$ cat src/rtl/cfv_pkg.sv
package cfv_pkg;
  localparam int unsigned DEF_BYTE_W  = 8;
  localparam int unsigned DEF_IDX_W   = 8;
  localparam int unsigned DEF_LEN_OFS = 5;
  localparam logic [7:0]  DEF_CTRL_RSP = 8'h02;
  localparam logic [7:0]  DEF_PDU_PC   = 8'h40;

  typedef struct packed {
    logic hdr_ok;
    logic len_ok;
  } chk_t;
endpackage

$ cat src/rtl/cfv_hdr_match.sv
module cfv_hdr_match #(
  parameter int unsigned      BYTE_W   = cfv_pkg::DEF_BYTE_W,
  parameter logic [BYTE_W-1:0] CTRL_CODE = BYTE_W'(cfv_pkg::DEF_CTRL_RSP),
  parameter logic [BYTE_W-1:0] PDU_CODE  = BYTE_W'(cfv_pkg::DEF_PDU_PC)
) (
  input  logic [BYTE_W-1:0] ctrl_i,
  input  logic [BYTE_W-1:0] pdu_i,
  input  logic              var_match_i,
  output logic              hdr_ok_o
);
  logic ctrl_hit, pdu_hit;
  assign ctrl_hit = (ctrl_i == CTRL_CODE);
  assign pdu_hit  = (pdu_i == PDU_CODE);
  assign hdr_ok_o = ctrl_hit & pdu_hit & var_match_i;
endmodule

$ cat src/rtl/cfv_len_check.sv
module cfv_len_check #(
  parameter int unsigned BYTE_W  = cfv_pkg::DEF_BYTE_W,
  parameter int unsigned IDX_W   = cfv_pkg::DEF_IDX_W,
  parameter int unsigned LEN_OFS = cfv_pkg::DEF_LEN_OFS
) (
  input  logic [BYTE_W-1:0] len_i,
  input  logic [IDX_W-1:0]  idx_i,
  output logic              len_ok_o
);
  localparam int unsigned MAX_W = (IDX_W > BYTE_W) ? IDX_W : BYTE_W;
  localparam int unsigned SUM_W = MAX_W + 1;

  logic [SUM_W-1:0] exp_idx, idx_ext;
  // widened so the offset cannot wrap
  assign exp_idx  = SUM_W'(len_i) + SUM_W'(LEN_OFS);
  assign idx_ext  = SUM_W'(idx_i);
  assign len_ok_o = (exp_idx == idx_ext);
endmodule

$ cat src/rtl/cfv_status.sv
module cfv_status (
  input  logic          clk_i,
  input  logic          rst_ni,
  input  logic          eof_good_p_i,
  input  logic          eof_crc_bad_p_i,
  input  logic          stat_clr_i,
  input  cfv_pkg::chk_t chk_i,
  output logic          frame_ok_p_o,
  output logic          len_err_o
);
  logic eof_any, ok_d, err_d;
  logic ok_q, err_q;

  assign eof_any = eof_good_p_i | eof_crc_bad_p_i;
  assign ok_d    = eof_good_p_i & ~eof_crc_bad_p_i & chk_i.hdr_ok & chk_i.len_ok;

  always_comb begin
    err_d = err_q;
    if (eof_any && !chk_i.len_ok) err_d = 1'b1;
    else if (stat_clr_i)          err_d = 1'b0;
  end

  always_ff @(posedge clk_i or negedge rst_ni) begin
    if (!rst_ni) begin
      ok_q  <= 1'b0;
      err_q <= 1'b0;
    end else begin
      ok_q  <= ok_d;
      err_q <= err_d;
    end
  end

  assign frame_ok_p_o = ok_q;
  assign len_err_o    = err_q;

  AST_ERR_HOLD: assert property (@(posedge clk_i) disable iff (!rst_ni)
    (len_err_o && !stat_clr_i) |=> len_err_o);
endmodule

$ cat src/rtl/consumed_frame_validator.sv
module consumed_frame_validator #(
  parameter int unsigned       BYTE_W    = cfv_pkg::DEF_BYTE_W,
  parameter int unsigned       IDX_W     = cfv_pkg::DEF_IDX_W,
  parameter int unsigned       LEN_OFS   = cfv_pkg::DEF_LEN_OFS,
  parameter logic [BYTE_W-1:0] CTRL_CODE = BYTE_W'(cfv_pkg::DEF_CTRL_RSP),
  parameter logic [BYTE_W-1:0] PDU_CODE  = BYTE_W'(cfv_pkg::DEF_PDU_PC)
) (
  input  logic              clk_i,
  input  logic              rst_ni,
  input  logic [BYTE_W-1:0] ctrl_byte_i,
  input  logic [BYTE_W-1:0] pdu_byte_i,
  input  logic [BYTE_W-1:0] len_byte_i,
  input  logic [IDX_W-1:0]  byte_idx_i,
  input  logic              var_match_i,
  input  logic              eof_good_p_i,
  input  logic              eof_crc_bad_p_i,
  input  logic              stat_clr_i,
  output logic              frame_ok_p_o,
  output logic              len_err_o
);
  cfv_pkg::chk_t chk;

  cfv_hdr_match #(.BYTE_W(BYTE_W), .CTRL_CODE(CTRL_CODE), .PDU_CODE(PDU_CODE)) u_hdr (
    .ctrl_i      (ctrl_byte_i),
    .pdu_i       (pdu_byte_i),
    .var_match_i (var_match_i),
    .hdr_ok_o    (chk.hdr_ok)
  );

  cfv_len_check #(.BYTE_W(BYTE_W), .IDX_W(IDX_W), .LEN_OFS(LEN_OFS)) u_len (
    .len_i    (len_byte_i),
    .idx_i    (byte_idx_i),
    .len_ok_o (chk.len_ok)
  );

  cfv_status u_stat (
    .clk_i           (clk_i),
    .rst_ni          (rst_ni),
    .eof_good_p_i    (eof_good_p_i),
    .eof_crc_bad_p_i (eof_crc_bad_p_i),
    .stat_clr_i      (stat_clr_i),
    .chk_i           (chk),
    .frame_ok_p_o    (frame_ok_p_o),
    .len_err_o       (len_err_o)
  );

  AST_OK_AFTER_GOOD: assert property (@(posedge clk_i) disable iff (!rst_ni)
    !eof_good_p_i |=> !frame_ok_p_o);
  AST_BAD_CRC_NO_OK: assert property (@(posedge clk_i) disable iff (!rst_ni)
    eof_crc_bad_p_i |=> !frame_ok_p_o);
  AST_NO_MATCH_NO_OK: assert property (@(posedge clk_i) disable iff (!rst_ni)
    !var_match_i |=> !frame_ok_p_o);
  AST_CTRL_NO_OK: assert property (@(posedge clk_i) disable iff (!rst_ni)
    (ctrl_byte_i != CTRL_CODE) |=> !frame_ok_p_o);
  AST_PDU_NO_OK: assert property (@(posedge clk_i) disable iff (!rst_ni)
    (pdu_byte_i != PDU_CODE) |=> !frame_ok_p_o);
  AST_CLR_LOW: assert property (@(posedge clk_i) disable iff (!rst_ni)
    (stat_clr_i && !eof_good_p_i && !eof_crc_bad_p_i) |=> !len_err_o);
  AST_ERR_RISE_AT_EOF: assert property (@(posedge clk_i) disable iff (!rst_ni)
    (!len_err_o && !eof_good_p_i && !eof_crc_bad_p_i) |=> !len_err_o);
endmodule

$ cat config.mk
export PLATFORM = sky130hd
export DESIGN_NAME = consumed_frame_validator
export DESIGN_NICKNAME = d
export VERILOG_FILES = /design/src/rtl/cfv_pkg.sv /design/src/rtl/cfv_hdr_match.sv /design/src/rtl/cfv_len_check.sv /design/src/rtl/cfv_status.sv /design/src/rtl/consumed_frame_validator.sv
export SDC_FILE = /design/constraint.sdc
export NUM_CORES = 1
export LEC_CHECK = 0
export CAP_MARGIN = 0
export CORE_MARGIN = 1
export CORE_UTILIZATION = 27
export CTS_BUF_LIST = sky130_fd_sc_hd__clkbuf_16
export DETAILED_ROUTE_END_ITERATION = 6
export PLACE_DENSITY_LB_ADDON = 0.1
export SYNTH_ARGS = -nofsm -noshare
export SYNTH_HDL_FRONTEND = slang
export SYNTH_HIERARCHICAL = 1
export SYNTH_SLANG_ARGS = --single-unit
export TNS_END_PERCENT = 5
$ cat constraint.sdc
create_clock -name clk_i -period 0.8 [get_ports clk_i]
set_input_delay 0.16 -clock clk_i [delete_from_list [all_inputs] [get_ports clk_i]]
set_output_delay 0.16 -clock clk_i [all_outputs]
set_load 0.1 [all_outputs]
; ---- After elaboration in Yosys (flattened, before gate mapping)
; Cells that the tools add are included.
[classes]
add_sub_neg = 1
n_eq_ne = 3
n_mux = 2
n_bitwise = 7
n_reduce_logical = 3
[op_table]
columns = operator, count
row1 = 8-bit by 3-bit adder with 9-bit output (second input constant), 1
row2 = 9-bit by 8-bit == test with 1-bit output, 1
row3 = 8-bit by 2-bit == test with 1-bit output (second input constant), 1
row4 = 8-bit by 7-bit == test with 1-bit output (second input constant), 1
row5 = 1-bit bitwise AND, 5
row6 = 1-bit 2-to-1 mux, 2
row7 = 2-bit nonzero test, 1
row8 = 1-bit logical AND, 1
row9 = 1-bit zero test, 1
row10 = 1-bit inverter, 1
row11 = 1-bit bitwise OR, 1
[totals]
regBits = 2
in_bits = 38
output_inout_bits = 2
wordCells = 18

; ---- Depth between registers and ports, before layout
[logic_depth]
word_depth = 5
ltp_mapped = 6

; ---- Cells and area by module
; The synthesis kept the hierarchy.
[by_module_without_submodules]
columns = mod, instances, cells_per_inst, area_each_um2, seq_area_each_um2
row1 = cfv_len_check, 1, 32, 244.0, 0.0
row2 = cfv_status, 1, 6, 73.8, 50.0
row3 = cfv_hdr_match, 1, 7, 63.8, 0.0

; ---- Least setup slack after synthesis
; OpenSTA, ideal clock, no wires.
[synth_timing]
path_type = in2reg
from = input len_byte_i[0]
to = register u_stat.ok_q (netlist: u_stat/frame_ok_p_o)
setup_time_ns = 0.068
arrival_ns = 1.550
required_time_ns = 0.732
setup_slack_ns = -0.818
stages = 6
path_cell_list = ha_1 o2111ai_1 or4b_1 o211a_1 nor4b_2 and4b_1
[synth_lines]
columns = item, line_no
row1 = from (decl), consumed_frame_validator.sv:12  ; input logic [BYTE_W-1:0] len_byte_i,
row2 = to (signal assigned), cfv_status.sv:28  ; ok_q <= ok_d;
row3 = to (decl), cfv_status.sv:12  ; logic ok_q, err_q;

==> impl_results.md <==
* Ranking of synthesized cells by instance count: xnor2_1 (7), nand3_1 (3), nor2_1 (3)
* Setup repair after global routing missed its margin: yes
* Most frequent cell after synthesis: xnor2_1
* Endpoint type of the worst setup path: flip-flop
* Logic depth of the worst register-to-register path at 2
* Status: finished with violations
* Die H at 39.60 um
* Core box area at 0.001301 mm2
* Starting DRT DRC Count at 6
* Overflow left after global routing at 0
* Max-cap viol count at 0
* Net switching share of the total power at 21.17%
* Data arrival time of the worst path at 1.63 ns
* Number of enable-type register cells in the synthesized netlist at 0
* Combined area of all synthesized cells at 381.6 um2
* Final layout net count at 138
* Starting utilization of the core area at 29.33%
* Switch Pwr at 0.2750 mW
* Hold-fix buffer count after cts at 0
* Sequential power share at 8.3%
* H-Tree Depth at 1
* Clock Root Buffer: clkbuf_16
* Synth Area per Inst at 8.480 um2
* Design internal power at 1.024 mW
* HPWL after detailed placement at 1087 um
* Clock insertion delay at the later pin of the skew report at 0.22 ns
* Violated checks: negative setup slack
* Tot GR Track Use at 21.44%
* Pins Over Slew Limit at 0
* Register-to-register path setup slack at 0.12 ns
* Combinational fraction of design power at 34.7%
* Instance count of the mapped netlist at 45
* Element type at the critical path start: input pin
* Minimum setup slack after placement at -1.449 ns
* Share of layout cells above drive strength 1 at 35.05%
* Largest fanout on the critical path at 2
* Time the final worst path needs with I/O delays and setup at 1.477 ns
* Clock tree from TritonCTS: built
* Total Die Area at 0.001568 mm2
* Synth top area share at 16.07%
* Required time at the worst-slack endpoint at 0.95 ns
* Number of warnings issued by yosys at 6
* Routed WL per cell at 12.20 um
* Largest clock skew in the final design at 0 ns
* Proportion of register bits with asynchronous set or reset after synthesis at 100.0%
* Leakage power at 0.4079 nW
* Via Count at 558
* Fin worst setup slack at -0.6769 ns
* Signed area change from the synthesized netlist to the final layout at 169.5%
* Final-report setup violation count at 4
* Post-synth top area cell: xnor2_1
* Max_slew headroom at 74.62%
* Vias per cell at 4.982
* Power per cell area at 1263 mW/mm2
* Number of iterations in the first detailed-routing pass at 4
* Post-CTS setup buffer count at 0
* Cell total after placement at 109
* Inserted Diodes at 0
* Endpoint of the worst register-to-register path: u_stat/len_err_o$_DFFE_PN0P_
* Dominant register cell in the synthesized netlist: dfrtp_1
* Number of clock sinks at 2
* Max Clk Rate at 677.1 MHz
* Worst VDD drop at 1.672 mV
* Share of total power in the clock network at 57.1%
* Chip Width at 39.60 um
* WS Path Type: input pin to flip-flop
* Number of cell rows at 13
* Clock slew at the register clock pins of the worst setup and hold paths at 0.03 ns
* Antenna violations before repair at 0
* Sequential cell area at 50.05 um2
* CTS buffer count at 3
* Number of buffers added on ports at 39
* Worst Max-Slew Pin Slew at 0.3774 ns
* Largest buffer count on any clock path at 2
* Final routed DRC violation total at 0
* Routability congestion estimate from global placement at 0.6666
* Filler Cells Inserted at 98
* Total nets after synthesis at 84
* Number of global-route vias before repair at 588
* Footprint of the multi-input gates at 404.1 um2
* Top-Level Pins at 40
* Residual antenna-violating net count after detailed routing at 0
* Routed wire length at 1366 um
* Reg2Reg Launch Point: u_stat/len_err_o$_DFFE_PN0P_
* Period Utilization, post-route at 184.6%
* Sequential fraction of the synthesis area at 13.11%
* Hold crit path type: input pin to asynchronous set/reset pin
* First-pass GRT wire length at 2256 um
* Yosys cell types at 25
* Post-route insts no fill at 112
* Ranking of synthesized cells by area: xnor2_1 (16%), dfrtp_1 (13%), nor4b_2 (7.9%), nor4_2 (6.6%), a211o_1 (4.6%)
* Maximum number of pins on one net before global-route repair at 6
* Synth Register Bits at 2
* Final Hold Violating Endpoints at 0
## critical path, cell delays in order
cell and delay, ns:
buf_8 0.08, ha_4 0.14, o2111ai_4 0.11, or4b_1 0.48
o211a_1 0.15, nor4b_4 0.29, and4b_1 0.22
## area by class of cell
| type | instances | area share (%) |
|---|---|---|
| inverters | 1 | 0.3650 |
| repair buffers | 49 | 46.35 |
| clock buffers | 3 | 7.299 |
| multi-input cells | 42 | 39.29 |
| well taps | 15 | 1.825 |
| flip-flops and latches | 2 | 4.866 |
## cell usage in the layout (no fill, tap or decap), drive strengths merged, types with 3 or more instances in the layout
cell type	count
buf	18
dlygate4sd2	3
clkbuf	3
nor2	3
xnor2	7
clkdlybuf4s50	26
nand3	3
## per-layer routing
layer  track usage (%)  share of wire (%)  up-vias
met2             43.44                 57       30
met4             6.034                  0        0
met3             5.682                7.8        0
met5                 0                  0        -
met1             20.14                 35      247
li1                  -                  -      281
## logic make-up after synthesis
group           Yosys count  synth area share [%]
fa+ha+maj                 1                 3.278
compound gates           11                 20.66
xor+xnor                  9                 20.66
simple gates             21                 41.31
flops                     2                 13.12
buf+inv                   1                0.9827
## sequential cells by signal, indices dropped and copies added (netlist names)
signal,flops
u_stat/len_err_o,1
u_stat/frame_ok_p_o,1
## power groups by stage
stage	Clock (mW)	Combinational [mW]	Sequential [mW]
2_1_floorplan	0	0.121	0.125
6_report	0.741	0.450	0.107
3_3_place_gp	0	0.417	0.108
5_1_grt	0.764	0.483	0.108
3_5_place_dp	0	0.423	0.108
4_1_cts	0.751	0.439	0.107
## per-stage QoR
| stage | cell area [um2] | setup TNS, ns | util [%] | hold slack, ns | power [mW] |
|---|---|---|---|---|---|
| floorplan | 411.6 | -1.926 | - | -0.1356 | 0.2461 |
| global placement | 915.9 | -2.724 | 70.38 | 0.3350 | 0.5250 |
| detailed placement | 915.9 | -2.844 | 70.38 | 0.3345 | 0.5313 |
| CTS | 1012 | -1.651 | 77.79 | 0.1074 | 1.297 |
| global route | 1028 | -1.772 | 79.04 | 0.1123 | 1.355 |
| finish | 1028 | -1.614 | 79.04 | 0.1091 | 1.299 |
## repair_timing
item                       in CTS  in global routing
gates resized for setup        44                  2
setup endpoints to repair       4                  4
pin swaps                       6                  3
## worst max-delay path by stage
| stage | startpoint | end | slack [ns] | depth (start not counted) |
|---|---|---|---|---|
| 2_1_floorplan | len_byte_i[0] | u_stat/frame_ok_p_o$_DFF_PN0_ | -0.74 | 6 |
| 5_1_grt | len_byte_i[1] | u_stat/frame_ok_p_o$_DFF_PN0_ | -0.74 | 7 |
| 3_5_place_dp | len_byte_i[0] | u_stat/frame_ok_p_o$_DFF_PN0_ | -1.45 | 7 |
| 6_report | len_byte_i[1] | u_stat/frame_ok_p_o$_DFF_PN0_ | -0.68 | 7 |
| 4_1_cts | len_byte_i[0] | u_stat/frame_ok_p_o$_DFF_PN0_ | -0.69 | 7 |
| 3_3_place_gp | len_byte_i[0] | u_stat/frame_ok_p_o$_DFF_PN0_ | -1.39 | 7 |
Power figures use the tool's default switching activity.
